`config.mk`:
```
export PLATFORM = sky130hd
export DESIGN_NAME = wseq_top
export DESIGN_NICKNAME = d
export VERILOG_FILES = /design/src/rtl/wseq_pkg.sv /design/src/rtl/wseq_bank.sv /design/src/rtl/wseq_timer.sv /design/src/rtl/wseq_ctrl.sv /design/src/rtl/wseq_top.sv
export SDC_FILE = /design/constraint.sdc
export NUM_CORES = 1
export LEC_CHECK = 0
export BUFFER_PORTS_ARGS = -buffer_cell sky130_fd_sc_hd__buf_2
export CORE_MARGIN = 2
export CORE_UTILIZATION = 62
export CTS_CLUSTER_DIAMETER = 60
export DETAILED_ROUTE_END_ITERATION = 16
export PLACE_DENSITY = 0.79
export SLEW_MARGIN = 5
export SYNTH_ARGS = -nofsm -noshare
export SYNTH_HDL_FRONTEND = slang
export SYNTH_SLANG_ARGS = --single-unit
```
`constraint.sdc`:
```
create_clock -name clk -period 5.78 [get_ports clk]
set_clock_uncertainty 0.15 [all_clocks]
set_input_delay 0.289 -clock clk [delete_from_list [all_inputs] [get_ports clk]]
set_output_delay 0.289 -clock clk [all_outputs]
set_load 0.05 [all_outputs]
```
`src/rtl/wseq_pkg.sv`:
```
package wseq_pkg;
  localparam int ADDR_W_DEF = 10;
  localparam int INTV_W_DEF = 16;
  localparam int NPROF_DEF  = 8;

  typedef enum logic [1:0] {ST_IDLE = 2'd0, ST_RUN = 2'd1, ST_HALT = 2'd2} seq_state_t;

  // one-shot codes: 1..7
  function automatic logic code_is_burst(input logic [3:0] c);
    return (c != 4'd0) && (c[3] == 1'b0);
  endfunction

  // looping codes: 8..14
  function automatic logic code_is_loop(input logic [3:0] c);
    return c[3] && (c != 4'hF);
  endfunction

  // index of the final profile for a running code
  function automatic logic [2:0] code_last(input logic [3:0] c);
    logic [3:0] t;
    if (code_is_burst(c))     t = c;
    else if (code_is_loop(c)) t = c - 4'd7;
    else                      t = 4'd0;
    return t[2:0];
  endfunction
endpackage

```
`src/rtl/wseq_bank.sv`:
```
module wseq_bank
  import wseq_pkg::*;
#(
  parameter int ADDR_W = ADDR_W_DEF,
  parameter int INTV_W = INTV_W_DEF,
  parameter int NPROF  = NPROF_DEF,
  localparam int PW    = $clog2(NPROF)
) (
  input  logic              clk,
  input  logic              rst_n,
  input  logic              wr_en,
  input  logic [PW-1:0]     wr_idx,
  input  logic [ADDR_W-1:0] wr_start,
  input  logic [ADDR_W-1:0] wr_end,
  input  logic [INTV_W-1:0] wr_intv,
  input  logic              code_we,
  input  logic [3:0]        code_in,
  input  logic              commit,
  input  logic [PW-1:0]     cur_idx,
  input  logic [PW-1:0]     nxt_idx,
  output logic [ADDR_W-1:0] cur_end,
  output logic [INTV_W-1:0] cur_intv,
  output logic [ADDR_W-1:0] nxt_start,
  output logic [ADDR_W-1:0] pend0_start,
  output logic [3:0]        pend_code
);
  logic [ADDR_W-1:0] p_start [NPROF];
  logic [ADDR_W-1:0] p_end   [NPROF];
  logic [INTV_W-1:0] p_intv  [NPROF];
  logic [ADDR_W-1:0] a_start [NPROF];
  logic [ADDR_W-1:0] a_end   [NPROF];
  logic [INTV_W-1:0] a_intv  [NPROF];

  for (genvar g = 0; g < NPROF; g++) begin : g_prof
    always_ff @(posedge clk) begin
      if (!rst_n) begin
        p_start[g] <= '0;
        p_end[g]   <= '0;
        p_intv[g]  <= '0;
        a_start[g] <= '0;
        a_end[g]   <= '0;
        a_intv[g]  <= '0;
      end else begin
        if (wr_en && (wr_idx == PW'(g))) begin
          p_start[g] <= wr_start;
          p_end[g]   <= wr_end;
          p_intv[g]  <= wr_intv;
        end
        if (commit) begin
          a_start[g] <= p_start[g];
          a_end[g]   <= p_end[g];
          a_intv[g]  <= p_intv[g];
        end
      end
    end
  end

  always_ff @(posedge clk) begin
    if (!rst_n)       pend_code <= 4'd0;
    else if (code_we) pend_code <= code_in;
  end

  assign cur_end     = a_end[cur_idx];
  assign cur_intv    = a_intv[cur_idx];
  assign nxt_start   = a_start[nxt_idx];
  assign pend0_start = p_start[0];
endmodule

```
`src/rtl/wseq_timer.sv`:
```
module wseq_timer
  import wseq_pkg::*;
#(
  parameter int INTV_W = INTV_W_DEF
) (
  input  logic              clk,
  input  logic              rst_n,
  input  logic              restart,
  input  logic              en,
  input  logic [INTV_W-1:0] intv,
  output logic              tick
);
  logic [INTV_W-1:0] cnt;
  logic [INTV_W-1:0] lim;

  // zero interval behaves as one cycle per step
  function automatic logic [INTV_W-1:0] eff_limit(input logic [INTV_W-1:0] v);
    return (v == '0) ? '0 : v - 1'b1;
  endfunction

  assign lim  = eff_limit(intv);
  assign tick = en && !restart && (cnt >= lim);

  always_ff @(posedge clk) begin
    if (!rst_n || restart) cnt <= '0;
    else if (tick)         cnt <= '0;
    else if (en)           cnt <= cnt + 1'b1;
  end

  p_cnt_bound_r3: assert property (@(posedge clk) disable iff (!rst_n)
    en |-> cnt <= lim);
  p_tick_wait_r3: assert property (@(posedge clk) disable iff (!rst_n)
    (en && !restart && !tick) |=> cnt == $past(cnt) + 1'b1);
endmodule

```
`src/rtl/wseq_ctrl.sv`:
```
module wseq_ctrl
  import wseq_pkg::*;
#(
  parameter int ADDR_W = ADDR_W_DEF,
  parameter int NPROF  = NPROF_DEF,
  localparam int PW    = $clog2(NPROF)
) (
  input  logic              clk,
  input  logic              rst_n,
  input  logic              upd,
  input  logic [3:0]        pend_code,
  input  logic [ADDR_W-1:0] pend0_start,
  input  logic              tick,
  input  logic [ADDR_W-1:0] cur_end,
  input  logic [ADDR_W-1:0] nxt_start,
  output logic [PW-1:0]     nxt_idx,
  output logic              running,
  output logic [ADDR_W-1:0] addr,
  output logic [PW-1:0]     prof,
  output logic              halted
);
  seq_state_t state;
  logic [3:0] code_act;
  logic       at_end;
  logic       at_last;
  logic       step_in;
  logic       step_hop;

  assign running  = (state == ST_RUN);
  assign at_end   = (addr == cur_end);
  assign at_last  = (prof == PW'(code_last(code_act)));
  assign nxt_idx  = at_last ? '0 : prof + 1'b1;
  assign step_in  = running && tick && !at_end;
  assign step_hop = running && tick && at_end && !(at_last && code_is_burst(code_act));
  assign halted   = (state == ST_HALT);

  always_ff @(posedge clk) begin
    if (!rst_n) begin
      state    <= ST_IDLE;
      code_act <= 4'd0;
      prof     <= '0;
      addr     <= '0;
    end else if (upd) begin
      code_act <= pend_code;
      prof     <= '0;
      addr     <= pend0_start;
      state    <= (code_is_burst(pend_code) || code_is_loop(pend_code)) ? ST_RUN : ST_IDLE;
    end else if (step_in) begin
      addr <= addr + 1'b1;
    end else if (step_hop) begin
      prof <= nxt_idx;
      addr <= nxt_start;
    end else if (running && tick) begin
      state <= ST_HALT;
    end
  end

  p_halt_burst_r6: assert property (@(posedge clk) disable iff (!rst_n)
    halted |-> code_is_burst(code_act));
  p_halt_hold_r6: assert property (@(posedge clk) disable iff (!rst_n)
    (halted && !upd) |=> halted && $stable(addr) && $stable(prof));
  p_step_one_r4: assert property (@(posedge clk) disable iff (!rst_n)
    (step_in && !upd) |=> addr == ADDR_W'($past(addr) + 1'b1));
  p_prof_range_r7: assert property (@(posedge clk) disable iff (!rst_n)
    running |-> prof <= PW'(code_last(code_act)));
  p_restart_r2: assert property (@(posedge clk) disable iff (!rst_n)
    upd |=> (prof == '0) && !halted);
  p_idle_still_r8: assert property (@(posedge clk) disable iff (!rst_n)
    (state == ST_IDLE && !upd) |=> $stable(addr) && $stable(prof) && !halted);
endmodule

```
`src/rtl/wseq_top.sv`:
```
module wseq_top
  import wseq_pkg::*;
#(
  parameter int ADDR_W = ADDR_W_DEF,
  parameter int INTV_W = INTV_W_DEF,
  parameter int NPROF  = NPROF_DEF,
  localparam int PW    = $clog2(NPROF)
) (
  input  logic              clk,
  input  logic              rst_n,
  input  logic              prof_we,
  input  logic [PW-1:0]     prof_sel,
  input  logic [ADDR_W-1:0] prof_start,
  input  logic [ADDR_W-1:0] prof_end,
  input  logic [INTV_W-1:0] prof_intv,
  input  logic              code_we,
  input  logic [3:0]        code_in,
  input  logic              upd,
  output logic [ADDR_W-1:0] addr,
  output logic [PW-1:0]     prof,
  output logic              halted
);
  logic [ADDR_W-1:0] cur_end;
  logic [INTV_W-1:0] cur_intv;
  logic [ADDR_W-1:0] nxt_start;
  logic [ADDR_W-1:0] pend0_start;
  logic [3:0]        pend_code;
  logic [PW-1:0]     nxt_idx;
  logic              running;
  logic              tick;

  wseq_bank #(.ADDR_W(ADDR_W), .INTV_W(INTV_W), .NPROF(NPROF)) u_bank (
    .clk(clk), .rst_n(rst_n),
    .wr_en(prof_we), .wr_idx(prof_sel), .wr_start(prof_start),
    .wr_end(prof_end), .wr_intv(prof_intv),
    .code_we(code_we), .code_in(code_in), .commit(upd),
    .cur_idx(prof), .nxt_idx(nxt_idx),
    .cur_end(cur_end), .cur_intv(cur_intv), .nxt_start(nxt_start),
    .pend0_start(pend0_start), .pend_code(pend_code)
  );

  wseq_timer #(.INTV_W(INTV_W)) u_timer (
    .clk(clk), .rst_n(rst_n), .restart(upd), .en(running),
    .intv(cur_intv), .tick(tick)
  );

  wseq_ctrl #(.ADDR_W(ADDR_W), .NPROF(NPROF)) u_ctrl (
    .clk(clk), .rst_n(rst_n), .upd(upd),
    .pend_code(pend_code), .pend0_start(pend0_start),
    .tick(tick), .cur_end(cur_end), .nxt_start(nxt_start),
    .nxt_idx(nxt_idx), .running(running),
    .addr(addr), .prof(prof), .halted(halted)
  );

  p_reset_out_r1: assert property (@(posedge clk)
    !rst_n |=> (addr == '0) && (prof == '0) && !halted);
endmodule

```
==> After elaboration in Yosys (flattened, before gate mapping) <==
Memories as Yosys holds them, arrays and structs flattened. A register that Yosys moved wholly into a read port is not among the register bits.
Cells that the tools add are included.
{ "word_totals": {"regBits": 39, "ramBits": 576, "inputBits": 48, "mem_count": 6} }
{ "op_classes": {"add_sub_neg": 5, "n_lt_le_gt_ge": 1, "n_eq_ne": 15, "mux": 92, "bitwise": 52, "n_reduce_logical": 35} }
{ "mem_list": {"columns": ["memory", "words", "word_bits", "rd", "rd_ports_with_merged_regs", "wr", "line", "source"], "rows": [
  ["u_bank.a_intv", 8, 16, 1, 1, 8, "wseq_bank.sv:32", "logic [INTV_W-1:0] a_intv [NPROF];"],
  ["u_bank.p_intv", 8, 16, 8, 0, 8, "wseq_bank.sv:29", "logic [INTV_W-1:0] p_intv [NPROF];"],
  ["u_bank.a_end", 8, 10, 1, 1, 8, "wseq_bank.sv:31", "logic [ADDR_W-1:0] a_end [NPROF];"],
  ["u_bank.a_start", 8, 10, 1, 0, 8, "wseq_bank.sv:30", "logic [ADDR_W-1:0] a_start [NPROF];"],
  ["u_bank.p_end", 8, 10, 8, 0, 8, "wseq_bank.sv:28", "logic [ADDR_W-1:0] p_end [NPROF];"],
  ["u_bank.p_start", 8, 10, 8, 0, 8, "wseq_bank.sv:27", "logic [ADDR_W-1:0] p_start [NPROF];"]
]} }
{ "ops": {"columns": ["op", "count"], "rows": [
  ["two-way mux 10 bit", 35],
  ["two-way mux 16 bit", 17],
  ["bitwise OR 1 bit", 48],
  ["two-way mux 1 bit", 29],
  ["two-way mux 3 bit", 7],
  ["logical AND 1 bit", 19],
  ["adder 16 x 1 -> 16 bit (second input constant)", 1],
  ["greater-or-equal comparator 16 bit", 1],
  ["logical NOT 16 bit", 1],
  ["subtractor 16 x 1 -> 16 bit (second input constant)", 1],
  ["equality test 3 bit (second input constant)", 4],
  ["adder 10 x 1 -> 10 bit (second input constant)", 1],
  ["equality test 10 bit", 1],
  ["two-way mux 2 bit", 4],
  ["inequality test 4 bit (second input constant)", 2],
  ["nonzero test 4 bit", 2],
  ["equality test 3 x 2 -> 1 bit (second input constant)", 2],
  ["logical NOT 1 bit", 4],
  ["inequality test 2 bit (second input constant)", 2],
  ["NOT 1 bit", 4],
  ["OR reduction 2 bit", 2],
  ["adder 3 x 1 -> 3 bit (second input constant)", 1],
  ["equality test 3 x 1 -> 1 bit (second input constant)", 1],
  ["equality test 3 bit", 1],
  ["9 further kinds", 10]
]} }

==> Longest topological paths before layout <==
Gate-level depths: netlist of the first run.
{ "depth": {"word_depth": 11, "ltp_mapped": 23, "depth_no_buf": 17} }

==> By module <==
A second synthesis of the first run with hierarchy kept.
{ "unflattened": {"hier_cells": 1845, "hier_area_um2": 26690.6} }
{ "modules_own_cells": {"columns": ["mod", "n_inst", "cells_per_inst", "area_per_inst_um2", "seq_area_each_um2"], "rows": [
  ["wseq_bank", 1, 1475, 23731.5, 17376.7],
  ["wseq_timer", 1, 194, 1485.2, 320.3],
  ["wseq_ctrl", 1, 176, 1473.9, 380.4]
]} }

==> Worst setup path before layout of the first run <==
OpenSTA, ideal clock, no wires.
{ "synth_path": {"kind": "register to register", "startpoint": "register with a tool-made name", "endpoint": "register u_ctrl.addr[2]", "setup_ns": 0.292, "arrival_ns": 4.695, "t_required_ns": 5.338, "path_slack_ns": 0.644, "path_stages_with_launch": 23, "path_buffers": 5, "synth_period_minus_slack_ns": 5.136, "cell_sequence": "dfxtp_1 buf_2 buf_4 mux4_2 mux2i_1 nand3_1 nor3_1 nand2_1 nor2_1 nand4_1 buf_2 nand2_1 ha_1 a2111oi_0 o21ai_1 a221oi_1 o21ai_1 and2_1 clkbuf_1 and2_4 buf_6 a2111oi_2 o41ai_2"} }
{ "synth_lines": {"columns": ["item", "line", "source"], "rows": [
  ["to (signal assigned)", "wseq_ctrl.sv:46", "addr <= pend0_start;"],
  ["to (signal assigned)", "wseq_ctrl.sv:49", "addr <= addr + 1'b1;"],
  ["to (signal assigned)", "wseq_ctrl.sv:52", "addr <= nxt_start;"],
  ["to (decl)", "wseq_ctrl.sv:18", "output logic [ADDR_W-1:0] addr,"]
]} }

==> report_table.html, run 1 <==
<table>
<tr><th>Metric</th><th>Value</th></tr>
<tr><th colspan="2">Flow run</th></tr>
<tr><td>Maxcap violations</td><td>0</td></tr>
<tr><th colspan="2">Finish</th></tr>
<tr><td>Area grow syn2layout</td><td>12.5%</td></tr>
<tr><td>Share of post-route cells with drive strength above 1</td><td>13.7%</td></tr>
<tr><td>Total number of nets in the final design</td><td>1987</td></tr>
<tr><td>Most used cells in the layout excluding fill and tap cells</td><td>sky130_fd_sc_hd__edfxtp_1 (576), sky130_fd_sc_hd__and3_1 (295), sky130_fd_sc_hd__and2_1 (291), sky130_fd_sc_hd__mux2i_1 (60), sky130_fd_sc_hd__clkbuf_16 (60)</td></tr>
<tr><td>Most common cell after layout, fill and taps aside</td><td>sky130_fd_sc_hd__edfxtp_1</td></tr>
<tr><td>Non-filler cells, final</td><td>2509</td></tr>
<tr><th colspan="2">Outcome</th></tr>
<tr><td>Result of the run</td><td>completed</td></tr>
<tr><th colspan="2">Timing</th></tr>
<tr><td>Total negative setup slack</td><td>0 ps</td></tr>
<tr><td>Part of the cycle the worst path needs</td><td>92.6%</td></tr>
<tr><td>Max-slew violation count</td><td>0</td></tr>
<tr><td>Max-slew headroom at the worst pin</td><td>24.8%</td></tr>
<tr><td>Setup-violating endpoint count in the final report</td><td>0</td></tr>
<tr><td>Post-layout minimum cycle time</td><td>5350 ps</td></tr>
<tr><td>Worst hold margin</td><td>57.9 ps</td></tr>
<tr><td>Unrepaired setup endpoints after global routing</td><td>no</td></tr>
<tr><td>Final hold violations</td><td>0</td></tr>
<tr><td>Maximum operating frequency</td><td>0.187 GHz</td></tr>
<tr><td>Actual slew at the worst max-slew pin</td><td>1130 ps</td></tr>
<tr><td>Final worst setup slack</td><td>428 ps</td></tr>
<tr><th colspan="2">Worst setup path</th></tr>
<tr><td>Reg2Reg Depth</td><td>17</td></tr>
<tr><td>CP Launch Type</td><td>flop</td></tr>
<tr><td>Worst Path Arrival</td><td>5720 ps</td></tr>
<tr><td>Slowest library cell on the worst path</td><td>sky130_fd_sc_hd__mux4_2</td></tr>
<tr><td>Sequence of cells on the critical path</td><td>buf_12 -&gt; mux4_2 -&gt; mux2i_1 -&gt; nand4_1 -&gt; or2_1 -&gt; nor2_1 -&gt; nand4_1 -&gt; nand2_1 -&gt; ha_1 -&gt; a2111oi_0 -&gt; o21ai_1 -&gt; a221oi_1 -&gt; o21ai_1 -&gt; and2_2 -&gt; a221oi_1 -&gt; a211oi_1 -&gt; o221a_1</td></tr>
<tr><td>CP Data Required Time</td><td>6150 ps</td></tr>
<tr><td>Worst Path Max Fanout</td><td>22</td></tr>
<tr><td>Maximum single-stage delay on the critical path</td><td>550 ps</td></tr>
<tr><td>Critical path capture point type</td><td>flop</td></tr>
<tr><td>Critical path class</td><td>flop to flop</td></tr>
<tr><th colspan="2">Route</th></tr>
<tr><td>Detailed-routing iteration count for the pre-antenna-repair pass</td><td>5</td></tr>
<tr><td>DRC errors left</td><td>0</td></tr>
<tr><td>Total detailed-routing wirelength</td><td>62300 µm</td></tr>
<tr><td>Routed len/inst</td><td>24.8 µm</td></tr>
<tr><td>Via-per-instance ratio</td><td>6.26</td></tr>
<tr><td>First-iteration detailed-routing DRC count</td><td>1754</td></tr>
<tr><td>ANT nets after route</td><td>0</td></tr>
<tr><td>Vias after detailed routing</td><td>15.7k</td></tr>
<tr><th colspan="2">Die</th></tr>
<tr><td>Total Die Area</td><td>44700 µm²</td></tr>
<tr><td>Initial core utilization</td><td>62.4%</td></tr>
<tr><td>X dimension of the die</td><td>212 µm</td></tr>
<tr><td>Standard-cell rows</td><td>76</td></tr>
<tr><td>Die Y-Extent</td><td>212 µm</td></tr>
<tr><td>Ports</td><td>62</td></tr>
<tr><td>Area of the core region</td><td>42800 µm²</td></tr>
<tr><th colspan="2">CTS</th></tr>
<tr><td>Bufs on Longest Clock Path</td><td>3</td></tr>
<tr><td>Root buffer cell</td><td>sky130_fd_sc_hd__clkbuf_16</td></tr>
<tr><td>CTS sink cnt</td><td>618</td></tr>
<tr><td>CTS H-Tree Depth</td><td>2</td></tr>
<tr><td>Clock tree from TritonCTS</td><td>built</td></tr>
<tr><td>Number of CTS-inserted buffers</td><td>59</td></tr>
<tr><td>Source-to-sink clock delay at the later pin of the worst-skew pair</td><td>630 ps</td></tr>
<tr><td>Clock transition time at the flip-flop clock pins of the worst setup and hold paths</td><td>60 ps</td></tr>
<tr><th colspan="2">Power and ir drop</th></tr>
<tr><td>Leakage</td><td>0.0118 µW</td></tr>
<tr><td>Switch Pwr</td><td>2120 µW</td></tr>
<tr><td>Tot Pwr</td><td>9860 µW</td></tr>
<tr><td>Power share of the clock group</td><td>40.3%</td></tr>
<tr><td>Power share of the combinational group</td><td>6.0%</td></tr>
<tr><td>Net switching share of the total power</td><td>21.5%</td></tr>
<tr><td>Int Power</td><td>7740 µW</td></tr>
<tr><td>IR drop worst, VDD</td><td>0.000230 V</td></tr>
<tr><td>Pwr dens</td><td>328 nW/µm²</td></tr>
<tr><td>Share of total power in sequential cells</td><td>53.7%</td></tr>
<tr><th colspan="2">Yosys</th></tr>
<tr><td>Dominant register cell in the synthesized netlist</td><td>sky130_fd_sc_hd__edfxtp_1</td></tr>
<tr><td>Syn. warnings</td><td>0</td></tr>
<tr><td>Mapped Avg Cell Area</td><td>14.5 µm²</td></tr>
<tr><td>Netlist area before placement</td><td>26700 µm²</td></tr>
<tr><td>Share of flip-flops with an asynchronous set or reset after synthesis</td><td>0%</td></tr>
<tr><td>Gate Count Post-Synth</td><td>1842</td></tr>
<tr><td>Number of enable-type register cells in the synthesized netlist</td><td>576</td></tr>
<tr><td>Number of unique standard cell types used by synthesis</td><td>62</td></tr>
<tr><td>Post-Synthesis Net Count</td><td>1913</td></tr>
<tr><td>Register area share after synthesis</td><td>67.9%</td></tr>
<tr><td>Flop and latch count out of synthesis</td><td>618</td></tr>
<tr><th colspan="2">Placed design</th></tr>
<tr><td>Total half-perimeter wirelength after legalization and detailed placement</td><td>34000 µm</td></tr>
<tr><td>RD Place Congestion</td><td>0.904</td></tr>
<tr><td>Setup slack at placement</td><td>364 ps</td></tr>
<tr><td>Placed instance count</td><td>2357</td></tr>
<tr><td>Input/output buffers</td><td>61</td></tr>
<tr><th colspan="2">Global routing</th></tr>
<tr><td>First-pass GRT wire length</td><td>93900 µm</td></tr>
<tr><td>Total congestion overflow after global routing</td><td>0</td></tr>
<tr><td>Initial antenna violation count</td><td>1</td></tr>
<tr><td>Met3 usage</td><td>4.85%</td></tr>
<tr><td>Most Crowded Layer GR</td><td>met2</td></tr>
<tr><td>Maximum number of pins on one net before global-route repair</td><td>150</td></tr>
<tr><td>Global routing usage summed across all routing layers</td><td>28.3%</td></tr>
<tr><td>Met1 Usage GRT</td><td>36.7%</td></tr>
<tr><td>Vias in the first global route</td><td>15.7k</td></tr>
<tr><td>Met2 Resource Use GR</td><td>47.5%</td></tr>
<tr><th colspan="2">Hold path</th></tr>
<tr><td>Class of the tightest hold or removal check</td><td>primary input to flop</td></tr>
<tr><td>Worst Hold Depth</td><td>3</td></tr>
</table>
state kept, by name, indices dropped and copies added (netlist names), named ones only:
| register | count |
|---|---|
| u_ctrl.code_act | 4 |
| u_ctrl.prof | 3 |
| u_bank.p_intv | 128 |
| u_bank.p_end | 80 |
| u_bank.pend_code | 4 |
| u_timer.cnt | 16 |
| u_bank.a_end | 80 |
| u_bank.p_start | 80 |
| u_ctrl.state | 2 |
| u_ctrl.addr | 10 |
| u_bank.a_start | 80 |
| u_bank.a_intv | 128 |
what timing repair did:
item,in CTS,in global routing
buffers inserted,0,0
resized for setup,0,2
hold endpoints to repair,292,0
hold buffers,44,0
endpoints found under the setup margin,0,8
area by class of cell:
class,instances,area [µm²]
Sequential cell,618,18100
Antenna cell,2,5.00
Tap cell,546,683
Multi-Input combinational cell,1084,8110
Timing Repair Buffer,143,1060
Inverter,10,45.0
Fill cell,2752,12700
Clock buffer,77,1640
Clock inverter,29,359
metal layers:
metal / share of wire, % / vias to the layer above / wire length [µm]
met4: 4.3 / 0 / 2650
met3: 7.4 / 178 / 4600
met5: 0 / - / 0
met2: 49 / 698 / 30600
met1: 39 / 7795 / 24400
li1: - / 7035 / -
logic make-up (layout without fill, tap and decap cells):
family,Yosys count,after routing,share of synthesized area (%)
flops,618,618,67.9
fa+ha+maj,23,23,1.08
xor+xnor,49,49,1.61
mux,115,115,6.63
simple gates,776,776,17.2
other cells,0,2,0
compound gates,121,121,3.40
buf+inv,140,259,2.17
stage by stage:
stage                     utilization, %  instance area [µm²]
after CTS                           70.2                30000
after global routing                70.2                30000
final                               70.2                30000
after floorplan                        -                26700
after global placement              64.5                27600
after detailed placement            64.5                27600
cell usage after synthesis (8+ instances only):
library cell,instances,area share (%)
sky130_fd_sc_hd__edfxtp_1,576,65
sky130_fd_sc_hd__and3_1,295,6.9
sky130_fd_sc_hd__and2_1,292,6.8
sky130_fd_sc_hd__clkbuf_1,113,1.6
sky130_fd_sc_hd__mux2i_1,61,2.3
sky130_fd_sc_hd__nand2_1,54,0.76
sky130_fd_sc_hd__mux4_2,49,4.1
sky130_fd_sc_hd__nor2_1,48,0.67
sky130_fd_sc_hd__dfxtp_1,42,3.1
sky130_fd_sc_hd__xor2_1,38,1.2
sky130_fd_sc_hd__nand3_1,27,0.51
sky130_fd_sc_hd__ha_1,23,1.1
sky130_fd_sc_hd__o211ai_1,20,0.56
sky130_fd_sc_hd__o21ai_0,15,0.28
sky130_fd_sc_hd__nor2b_1,13,0.30
sky130_fd_sc_hd__nand4_1,12,0.28
sky130_fd_sc_hd__nor3_1,12,0.22
sky130_fd_sc_hd__a21oi_1,11,0.21
sky130_fd_sc_hd__xnor2_1,11,0.36
sky130_fd_sc_hd__inv_1,9,0.13
sky130_fd_sc_hd__nand2b_1,9,0.21
sky130_fd_sc_hd__o21ai_1,8,0.15
final timing paths:
kind,slack [ps],start,end
max reg2reg,430,flop,u_ctrl.addr[3]
min reg2reg,340,u_bank.p_start[0][2],u_ctrl.addr[2]
max,430,flop,u_ctrl.addr[3]
min,60,upd,u_ctrl.code_act[0]
power groups by stage:
stage / Sequential, µW / Combinational [µW] / Clock, µW
2_1_floorplan: 5370 / 340 / 0
3_3_place_gp: 5360 / 538 / 0
3_5_place_dp: 5380 / 557 / 0
4_1_cts: 5290 / 586 / 4000
5_1_grt: 5310 / 636 / 4170
6_report: 5290 / 590 / 3980
critical path: cells and delay by family (launching register included):
kind	cells	cell delay (ps)
DFF	1	500
and+or+nand+nor	6	1350
muxes	2	910
AOI/OAI and AO/OA	7	1790
adders and majority gates	1	260
buffers and inverters	1	260
Power figures use the tool's default switching activity.
==> run 2: changes to the inputs <==
==> constraint.sdc (replaced) <==
create_clock -name clk -period 5.78 [get_ports clk]
set_clock_uncertainty 0.15 [all_clocks]
set_input_delay 0.867 -clock clk [delete_from_list [all_inputs] [get_ports clk]]
set_output_delay 0.867 -clock clk [all_outputs]
set_load 0.05 [all_outputs]
==> run 2 against run 1 <==
- first-iteration DRC count decreased by 4.4%
- clock-buffer cell count increased by 1
- power decreased by 4.4%
- fmax increased by 0.17%
- sequential power about the same
- wire length decreased by 2.1%
- hold slack improved by 280 ps
- core utilization decreased by 1.6 points
- sequential cell count unchanged
- sequential share of layout area increased by 1.4 points
- non-clock buffer count decreased by 46
- final area decreased by 2.3%
- critical endpoint is now u_ctrl.addr[1]
- largest power group unchanged
==> report_table.html, run 2 (synthesized netlist as in run 1, its figures left out) <==
<table>
<tr><th>Metric</th><th>Value</th></tr>
<tr><th colspan="2">Worst setup path</th></tr>
<tr><td>CP Data Required Time</td><td>6130 ps (-20 ps)</td></tr>
<tr><td>Register-to-register setup slack</td><td>440 ps (about the same)</td></tr>
<tr><td>Critical path class</td><td>flop to flop</td></tr>
<tr><td>Path length in cells of the critical path</td><td>17 (unchanged)</td></tr>
<tr><td>Slowest library cell on the worst path</td><td>sky130_fd_sc_hd__dfxtp_4</td></tr>
<tr><td>Cell seen most often among critical-path stages</td><td>sky130_fd_sc_hd__a21o_1</td></tr>
<tr><td>Worst Path Arrival</td><td>5690 ps (-30 ps)</td></tr>
<tr><td>Worst Path Max Fanout</td><td>21 (-4.5%)</td></tr>
<tr><td>Maximum single-stage delay on the critical path</td><td>630 ps (+80 ps)</td></tr>
<tr><td>Crit path capture</td><td>u_ctrl.addr[1]</td></tr>
<tr><td>Sequence of cells on the critical path</td><td>buf_4 -&gt; mux4_2 -&gt; mux2i_1 -&gt; nand3_1 -&gt; or3_1 -&gt; nor3_1 -&gt; xor2_1 -&gt; nand2_1 -&gt; ha_1 -&gt; a21o_1 -&gt; a21o_1 -&gt; a21oi_1 -&gt; o21ai_1 -&gt; and2_2 -&gt; o21ai_4 -&gt; nor2_1 -&gt; a221o_1</td></tr>
<tr><td>Largest delay share family, worst path</td><td>simple AND/OR/NAND/NOR gates</td></tr>
<tr><td>Reg2Reg Depth</td><td>17 (unchanged)</td></tr>
<tr><td>Buffer and inverter count on the worst path</td><td>1 (unchanged)</td></tr>
<tr><td>CP Launch Type</td><td>flop</td></tr>
<tr><td>Critical register-to-register path endpoint</td><td>u_ctrl.addr[1]</td></tr>
<tr><td>Critical path capture point type</td><td>flop</td></tr>
<tr><th colspan="2">Flow run</th></tr>
<tr><td>Maxcap violations</td><td>0 (unchanged)</td></tr>
<tr><th colspan="2">Finish</th></tr>
<tr><td>Share of post-route cells with drive strength above 1</td><td>13.2% (-0.47 points)</td></tr>
<tr><td>Most used cells in the layout excluding fill and tap cells</td><td>sky130_fd_sc_hd__edfxtp_1 (576), sky130_fd_sc_hd__and3_1 (295), sky130_fd_sc_hd__and2_1 (291), sky130_fd_sc_hd__mux2i_1 (61)</td></tr>
<tr><td>Fill cell count</td><td>2811 (+2.1%)</td></tr>
<tr><td>Non-filler cells, final</td><td>2460 (-2.0%)</td></tr>
<tr><td>Area occupied by registers</td><td>18100 µm² (unchanged)</td></tr>
<tr><td>Total number of nets in the final design</td><td>1940 (-2.4%)</td></tr>
<tr><td>Area of the multi-input gates</td><td>8110 µm² (about the same)</td></tr>
<tr><td>Largest regs</td><td>u_bank.a_intv x128, u_bank.p_intv x128</td></tr>
<tr><td>Area grow syn2layout</td><td>9.94%</td></tr>
<tr><td>Most common cell after layout, fill and taps aside</td><td>sky130_fd_sc_hd__edfxtp_1</td></tr>
<tr><th colspan="2">Die</th></tr>
<tr><td>Total Die Area</td><td>44700 µm² (unchanged)</td></tr>
<tr><td>Initial core utilization</td><td>62.4% (unchanged)</td></tr>
<tr><td>Standard-cell rows</td><td>76 (unchanged)</td></tr>
<tr><td>Area of the core region</td><td>42800 µm² (unchanged)</td></tr>
<tr><td>Die Y-Extent</td><td>212 µm (unchanged)</td></tr>
<tr><td>X dimension of the die</td><td>212 µm (unchanged)</td></tr>
<tr><td>Ports</td><td>62 (unchanged)</td></tr>
<tr><th colspan="2">CTS</th></tr>
<tr><td>Count of hold-fix buffers inserted at cts</td><td>0 (-100%)</td></tr>
<tr><td>CTS sink cnt</td><td>618 (unchanged)</td></tr>
<tr><td>Clock tree from TritonCTS</td><td>built</td></tr>
<tr><td>Source-to-sink clock delay at the later pin of the worst-skew pair</td><td>610 ps (-20 ps)</td></tr>
<tr><td>CTS H-Tree Depth</td><td>2 (unchanged)</td></tr>
<tr><td>Clock transition time at the flip-flop clock pins of the worst setup and hold paths</td><td>60 ps (about the same)</td></tr>
<tr><td>Root buffer cell</td><td>sky130_fd_sc_hd__clkbuf_16</td></tr>
<tr><td>Bufs on Longest Clock Path</td><td>3 (unchanged)</td></tr>
<tr><td>Number of CTS-inserted buffers</td><td>58 (-1.7%)</td></tr>
<tr><th colspan="2">Global routing</th></tr>
<tr><td>Global routing usage summed across all routing layers</td><td>28.3% (-0.069 points)</td></tr>
<tr><td>Total congestion overflow after global routing</td><td>0 (unchanged)</td></tr>
<tr><td>First-pass GRT wire length</td><td>93800 µm (about the same)</td></tr>
<tr><td>Vias in the first global route</td><td>15.6k (-0.59%)</td></tr>
<tr><td>Maximum number of pins on one net before global-route repair</td><td>166 (+11%)</td></tr>
<tr><td>Initial antenna violation count</td><td>6 (+5)</td></tr>
<tr><th colspan="2">Power and ir drop</th></tr>
<tr><td>Switch Pwr</td><td>2030 µW (-4.0%)</td></tr>
<tr><td>Share of total power in sequential cells</td><td>56.1% (+2.4 points)</td></tr>
<tr><td>Power share of the combinational group</td><td>6.0% (about the same)</td></tr>
<tr><td>Pwr dens</td><td>321 nW/µm² (-2.2%)</td></tr>
<tr><td>Power share of the clock group</td><td>37.9% (-2.4 points)</td></tr>
<tr><td>IR drop worst, VDD</td><td>0.000187 V (-19%)</td></tr>
<tr><td>Net switching share of the total power</td><td>21.6% (+0.092 points)</td></tr>
<tr><td>Leakage</td><td>0.0115 µW (-2.6%)</td></tr>
<tr><td>Int Power</td><td>7390 µW (-4.5%)</td></tr>
<tr><th colspan="2">Outcome</th></tr>
<tr><td>Result of the run</td><td>completed</td></tr>
<tr><th colspan="2">Route</th></tr>
<tr><td>Vias after detailed routing</td><td>15.6k (-0.84%)</td></tr>
<tr><td>Via-per-instance ratio</td><td>6.33 (+1.1%)</td></tr>
<tr><td>First-iteration detailed-routing DRC count</td><td>1677 (-4.4%)</td></tr>
<tr><td>ANT nets after route</td><td>0 (unchanged)</td></tr>
<tr><td>Detailed-routing iteration count for the pre-antenna-repair pass</td><td>7 (+2)</td></tr>
<tr><td>DRC errors left</td><td>0 (unchanged)</td></tr>
<tr><td>Total detailed-routing wirelength</td><td>61000 µm (-2.1%)</td></tr>
<tr><td>Routed len/inst</td><td>24.8 µm (-0.14%)</td></tr>
<tr><th colspan="2">Timing</th></tr>
<tr><td>Setup-violating endpoint count in the final report</td><td>0 (unchanged)</td></tr>
<tr><td>Part of the cycle the worst path needs</td><td>92.4% (-0.16 points)</td></tr>
<tr><td>Max-slew violation count</td><td>0 (unchanged)</td></tr>
<tr><td>Post-layout minimum cycle time</td><td>5340 ps (-9.25 ps)</td></tr>
<tr><td>Maximum operating frequency</td><td>0.187 GHz (+0.17%)</td></tr>
<tr><td>Max-slew headroom at the worst pin</td><td>24.5% (-0.28 points)</td></tr>
<tr><td>Final hold violations</td><td>0 (unchanged)</td></tr>
<tr><td>Total negative setup slack</td><td>0 ps (unchanged)</td></tr>
<tr><td>Unrepaired setup endpoints after global routing</td><td>no</td></tr>
<tr><td>Actual slew at the worst max-slew pin</td><td>1130 ps (+0.0136 ps)</td></tr>
<tr><th colspan="2">Placed design</th></tr>
<tr><td>RD Place Congestion</td><td>0.936 (+3.4%)</td></tr>
<tr><td>Total half-perimeter wirelength after legalization and detailed placement</td><td>33600 µm (-1.1%)</td></tr>
<tr><td>Placed instance count</td><td>2355 (-0.085%)</td></tr>
<tr><td>Input/output buffers</td><td>61 (unchanged)</td></tr>
<tr><th colspan="2">Hold path</th></tr>
<tr><td>Class of the tightest hold or removal check</td><td>flop to flop</td></tr>
</table>
run 2: cell types whose count changed in the layout (fill, tap and decap cells not counted), sizes merged:
cell | before | now
dlygate4sd3 | 44 | 0
bufinv | 8 | 3
buf | 99 | 97
diode | 2 | 4
clkbuf | 77 | 78
clkinvlp | 3 | 2
run 2: power by group through the flow:
stage / clock (µW) / sequential [µW] / combinational, µW
after floorplan: 0 / 5370 / 340
after global placement: 0 / 5360 / 543
after detailed placement: 0 / 5380 / 560
after CTS: 3610 / 5290 / 562
after global routing: 3770 / 5310 / 609
final: 3570 / 5290 / 563
run 2: cell type report:
| class | count | area share, % |
|---|---|---|
| Sequential cell | 618 | 61.8 |
| Multi-Input combinational cell | 1084 | 27.6 |
| Clock buffer | 78 | 5.31 |
| Tap cell | 546 | 2.33 |
| Timing Repair Buffer | 97 | 2.09 |
| Clock inverter | 23 | 0.635 |
| Inverter | 10 | 0.153 |
| Antenna cell | 4 | 0.0341 |
run 2: how the worst min path moves through the flow:
stage / startpoint / to / slack, ps / depth (start not counted)
after global routing: u_ctrl.state[1] / u_ctrl.state[1] / 350 / 2
after CTS: u_ctrl.state[1] / u_ctrl.state[1] / 330 / 2
after global placement: u_ctrl.state[1] / u_ctrl.state[1] / 310 / 2
after detailed placement: u_ctrl.state[1] / u_ctrl.state[1] / 320 / 2
final: u_ctrl.state[1] / u_ctrl.state[1] / 330 / 2
after floorplan: u_bank.p_start[0][2] / u_ctrl.addr[2] / 290 / 2
run 2: worst min-delay path: stages, from the launching register on:
cell                      delay (ps)
sky130_fd_sc_hd__dfxtp_1         310
sky130_fd_sc_hd__inv_1            70
sky130_fd_sc_hd__a21oi_1          60
run 2: per-stage QoR:
step | cell area [µm²] | setup slack, ps | power [µW] | hold slack (ps) | utilization (%)
2_1_floorplan | 26700 | 636 | 5710 | 286 | -
3_3_place_gp | 27600 | 449 | 5900 | 309 | 64.5
3_5_place_dp | 27600 | 294 | 5940 | 321 | 64.5
4_1_cts | 29300 | 265 | 9460 | 331 | 68.6
5_1_grt | 29300 | 39.6 | 9690 | 355 | 68.6
6_report | 29400 | 437 | 9420 | 335 | 68.6
run 2: per-layer routing:
layer  track usage [%]  part of all wire, %
met3              4.72                  8.0
met5                 0                0.023
met4              11.5                  3.6
met2              46.1                   49
met1              38.4                   40
run 2: timing repair:
action | CTS | global route
endpoints found under the setup margin | 0 | 2
resized for setup | 0 | 1
setup buffers | 0 | 0
hold endpoints to repair | 0 | 0
